==> config.mk <==
export PLATFORM = sky130hd
export DESIGN_NAME = clkdiv_chain
export DESIGN_NICKNAME = d
export VERILOG_FILES = /design/src/rtl/clkdiv_pkg.sv /design/src/rtl/cfg_hold.sv /design/src/rtl/base_div.sv /design/src/rtl/rate_div.sv /design/src/rtl/clkdiv_chain.sv
export SDC_FILE = /design/constraint.sdc
export NUM_CORES = 1
export LEC_CHECK = 0
export BUFFER_PORTS_ARGS = -buffer_cell sky130_fd_sc_hd__buf_2
export CAP_MARGIN = 20
export CORE_ASPECT_RATIO = 0.7
export CORE_MARGIN = 5
export CORE_UTILIZATION = 45
export DETAILED_ROUTE_END_ITERATION = 7
export HOLD_SLACK_MARGIN = 0.02
export MAX_ROUTING_LAYER = met4
export PLACE_DENSITY = 0.65
export SYNTH_ARGS = -nofsm -noshare
export SYNTH_HDL_FRONTEND = slang
export SYNTH_HIERARCHICAL = 1
export SYNTH_SLANG_ARGS = --single-unit
==> constraint.sdc <==
create_clock -name clk -period 2.5 [get_ports clk]
set_clock_uncertainty 0.05 [all_clocks]
set_input_delay 0.75 -clock clk [delete_from_list [all_inputs] [get_ports clk]]
set_output_delay 0.75 -clock clk [all_outputs]
set_load 0.02 [all_outputs]
==> src/rtl/clkdiv_pkg.sv <==
package clkdiv_pkg;
  localparam int CFG_W         = 8;
  localparam int BASE_LSB      = 4;
  localparam int BASE_W        = 3;
  localparam int SER_LSB       = 2;
  localparam int SER_W         = 2;
  localparam int SMP_LSB       = 0;
  localparam int SMP_W         = 2;
  localparam int BASE_MAX      = 5;
  localparam int SER_LOG2_MAX  = 3;
  localparam int SMP_LOG2_MAX  = 11;
  localparam int BASE_CNT_W    = $clog2(BASE_MAX);
  localparam int SER_CNT_W     = SER_LOG2_MAX;
  localparam int SMP_CNT_W     = SMP_LOG2_MAX;

  // Base ratio minus one; codes beyond the last legal ratio fall back to 1.
  function automatic logic [BASE_CNT_W-1:0] base_m1(input logic [BASE_W-1:0] code);
    if (int'(code) < BASE_MAX) return BASE_CNT_W'(code);
    return '0;
  endfunction

  // Code zero selects the slowest serial rate.
  function automatic logic [SER_CNT_W-1:0] ser_m1(input logic [SER_W-1:0] code);
    return SER_CNT_W'((1 << (SER_LOG2_MAX - int'(code))) - 1);
  endfunction

  // Code zero selects the slowest sample rate.
  function automatic logic [SMP_CNT_W-1:0] smp_m1(input logic [SMP_W-1:0] code);
    return SMP_CNT_W'((1 << (SMP_LOG2_MAX - int'(code))) - 1);
  endfunction
endpackage

==> src/rtl/cfg_hold.sv <==
module cfg_hold
  import clkdiv_pkg::*;
(
  input  logic             clk,
  input  logic             rst_n,
  input  logic             we,
  input  logic [CFG_W-1:0] wdata,
  input  logic             boundary,
  output logic [CFG_W-1:0] active
);
  logic [CFG_W-1:0] pending;

  always_ff @(posedge clk) begin
    if (!rst_n) begin
      pending <= '0;
      active  <= '0;
    end else begin
      if (we) pending <= wdata;
      // A write in the boundary cycle bypasses the pending copy.
      if (boundary) active <= we ? wdata : pending;
    end
  end

  a_r7_active_hold: assert property (@(posedge clk) disable iff (!rst_n)
    !$past(boundary) |-> $stable(active));
endmodule

==> src/rtl/base_div.sv <==
module base_div
  import clkdiv_pkg::*;
(
  input  logic                  clk,
  input  logic                  rst_n,
  input  logic [BASE_CNT_W-1:0] ratio_m1,
  output logic                  tick
);
  logic [BASE_CNT_W-1:0] cnt;

  assign tick = (cnt == ratio_m1);

  always_ff @(posedge clk) begin
    if (!rst_n)    cnt <= '0;
    else if (tick) cnt <= '0;
    else           cnt <= cnt + 1'b1;
  end

  a_r2_base_cnt_bound: assert property (@(posedge clk) disable iff (!rst_n)
    cnt <= ratio_m1);
endmodule

==> src/rtl/rate_div.sv <==
module rate_div #(
  parameter int W = 3
) (
  input  logic         clk,
  input  logic         rst_n,
  input  logic         en_in,
  input  logic [W-1:0] ratio_m1,
  output logic         tick
);
  logic [W-1:0] cnt;

  assign tick = en_in && (cnt == ratio_m1);

  always_ff @(posedge clk) begin
    if (!rst_n)     cnt <= '0;
    else if (tick)  cnt <= '0;
    else if (en_in) cnt <= cnt + 1'b1;
  end

  // the count never passes the selected ratio.
  a_r4_rate_cnt_bound: assert property (@(posedge clk) disable iff (!rst_n)
    cnt <= ratio_m1);
endmodule

==> src/rtl/clkdiv_chain.sv <==
module clkdiv_chain
  import clkdiv_pkg::*;
(
  input  logic             clk,
  input  logic             rst_n,
  input  logic             cfg_we,
  input  logic [CFG_W-1:0] cfg_wdata,
  output logic             sclk_out,
  output logic             sample_stb
);
  logic [CFG_W-1:0] active;
  logic             base_tick;
  logic             ser_tick;
  logic             smp_tick;

  cfg_hold u_cfg (
    .clk(clk), .rst_n(rst_n), .we(cfg_we), .wdata(cfg_wdata),
    .boundary(smp_tick), .active(active)
  );

  base_div u_base (
    .clk(clk), .rst_n(rst_n),
    .ratio_m1(base_m1(active[BASE_LSB +: BASE_W])),
    .tick(base_tick)
  );

  rate_div #(.W(SER_CNT_W)) u_ser (
    .clk(clk), .rst_n(rst_n), .en_in(base_tick),
    .ratio_m1(ser_m1(active[SER_LSB +: SER_W])),
    .tick(ser_tick)
  );

  rate_div #(.W(SMP_CNT_W)) u_smp (
    .clk(clk), .rst_n(rst_n), .en_in(base_tick),
    .ratio_m1(smp_m1(active[SMP_LSB +: SMP_W])),
    .tick(smp_tick)
  );

  assign sclk_out   = ser_tick;
  assign sample_stb = smp_tick;

  a_r6_stb_on_sclk: assert property (@(posedge clk) disable iff (!rst_n)
    sample_stb |-> sclk_out);
  a_r5_stb_single: assert property (@(posedge clk) disable iff (!rst_n)
    sample_stb |=> !sample_stb);
endmodule

==> summary.md <==
| Metric | Value |
|---|---|
| Outcome | `finished, violations left` |
| Failing checks | `negative setup slack` |
| Setup crit end kind | `output port` |
| GPL Wtd Cong | `0.836` |
| Die height | `58.4 um` |
| CTS tree | `done` |
| Drt first pass iters | `4` |
| Slowest cell delay on critical path | `0.35 ns` |
| Drt drc | `0` |
| Cell chain of the critical path | `and2b_2 -> xnor2_2 -> and3_4 -> nand4_1 -> nor3_4 -> buf_6` |
| Kind of critical path | `flip-flop to output port` |
| Vias in the first global route | `roughly 1,000` |
| Leakage | `0.000690 uW` |
| Final worst slack | `-0.0191 ns` |
| Largest net degree at the start of global routing | `19` |
| Fmax | `397 MHz` |
| WL final | `between 2000 and 3000 um` |
| Largest delay share family, worst path | `simple AND/OR/NAND/NOR gates` |
| Number of fill cells in the layout | `283` |
| Final ANT Viol Nets | `0` |
| Final Critical Period | `2.52 ns` |
| Wire per inst | `~12 um` |
| CTS max path bufs | `2` |
| Synth Area per Inst | `9.59 um^2` |
| Hold Crit Class | `flip-flop to flip-flop` |
| Vias after detailed routing | `approximately 1,100` |
| RSZ-0062 raised after global routing | `true` |
| Synth-to-layout area growth | `17.3%` |
| Chip width | `~80 um` |
| Share of cells above drive strength 1 | `21.9%` |
| Slew Limit Fails | `0` |
| First-pass GRT wire length | `4530 um` |
| Pwr per Cell Area | `533 mW/mm^2` |
| Placeable Area | `0.00319 mm^2` |
| Top-Level Pins | `13` |
| DIE AREA | `0.00462 mm^2` |
| Hold Fails Final Rpt | `0` |
| Final core utilization | `55.3%` |
| Max cap viols | `0` |
| Clock transition at path regs | `0.06 ns` |
| Placement Cell Area | `~0.0016 mm^2` |
| Post-DP HPWL | `2010 um` |
| 1st-iter DRT viols | `57` |
| Clock latency on the worst-skew pair | `0.28 ns` |
| Clock sinks | `31` |
| Hold_buf cts | `0` |
| Period utilisation layout | `101%` |
| CP required | `between 1.5 and 2 ns` |
| GR Overflow Total | `0` |
| Root Driver | `clkbuf_8` |
| Synth warnings | `6` |
| Initial antenna violation count | `0` |
| Vias per cell | `4.99` |
| Buf/Inv on CP | `1` |
| Design area | `0.00177 mm^2` |
| Final setup fails | `1` |
| PortBufs | `11` |
| Inserted Clock Buffers | `5` |
| Area of the mapped netlist | `0.00151 mm^2` |
| Pre-CTS WS | `0.0409 ns` |
| # rows | `17` |
| Initial core utilization | `47.2%` |
| Max VDD drop | `0.342 mV` |
| Cell count after synthesis | `157` |
| Nets | `198` |
| Critical Path Fanout Max | `4` |
| CP Data Arrival Time | `1.72 ns` |
| CTS H-tree lvls | `2` |
| Power Total | `roughly 940 uW` |
| N_diodes | `0` |
| Setup TNS Final | `-0.0191 ns` |
| Critical path's slowest cell | `dfxtp_2` |
| All-Layer GR Usage | `13.4%` |
| Startpoint Class | `flip-flop` |
-- layer usage --
metal	vias to the layer above	wire length [um]	global-route usage (%)
met1	497	1310	16.7
li1	580	-	-
met2	20	1230	19.1
met5	-	0	-
met3	6	118	4.59
met4	0	63	7.35
-- area by class of cell --
class | count | area (um^2) | share of cell area, %
Clock buffer | 6 | 72.6 | 4.11
Inverter | 5 | 18.8 | 1.06
Multi-Input combinational cell | 122 | 880 | 49.8
Sequential cell | 31 | 622 | 35.2
Tap cell | 38 | 47.5 | 2.69
Timing Repair Buffer | 19 | 125 | 7.09
-- worst min-delay path, delay by kind of cell (launching register included) --
family / cells / cell delay (ns)
multiplexers: 1 / 0.08
flip-flops: 1 / 0.30
AND/OR/NAND/NOR: 1 / 0.10
-- flip-flops by register name, indices dropped and copies added (netlist names) --
name	cells
u_base/cnt	3
u_smp/cnt	11
u_cfg/active	7
u_cfg/pending	7
u_ser/cnt	3
-- through the flow --
| step | hold slack, ns | std cells |
|---|---|---|
| after CTS | 0.462 | 221 |
| after global routing | 0.481 | 221 |
| after global placement | 0.408 | 212 |
| after detailed placement | 0.419 | 212 |
| final | 0.461 | 221 |
| after floorplan | 0.387 | 164 |
-- power breakdown --
group	total [uW]	switching, uW	leakage [uW]	internal, uW
sequential	522	12.2	0.000253	510
combinational	72.4	36.9	0.000400	35.5
clock	346	162	0.0000371	185
total	941	211	0.000690	730
-- cell usage in the layout (no fill, tap or decap), drive strengths merged --
cell      n
dfxtp    31
xnor2    22
buf      19
nor2     15
nand2    10
mux2i     8
a21oi     8
conb      8
nor2b     7
xor2      7
o21ai     7
clkbuf    6
nand4     6
inv       5
nor3      4
ha        3
and3      3
o31ai     3
and2b     2
a311oi    2
nor3b     1
a31oi     1
and2      1
a2111oi   1
a211oi    1
a221oi    1
nor4      1
-- path summary, 6_finish.rpt --
check	from	end	slack, ns	depth (start not counted)
setup / recovery	u_cfg/active[6]	sample_stb	-0.02	6
hold / removal	u_cfg/pending[0]	u_cfg/pending[0]	0.46	2
setup reg to reg	u_cfg/active[6]	u_smp/cnt[1]	0.45	9
hold reg to reg	u_cfg/pending[0]	u_cfg/pending[0]	0.46	2
-- timing repair --
action | in CTS | in global routing
endpoints found under the hold margin | 0 | 0
setup buffers | 3 | 0
endpoints found under the setup margin | 2 | 2
pin swaps | 4 | 0
gates resized for setup | 9 | 0
Power figures use the tool's default switching activity.
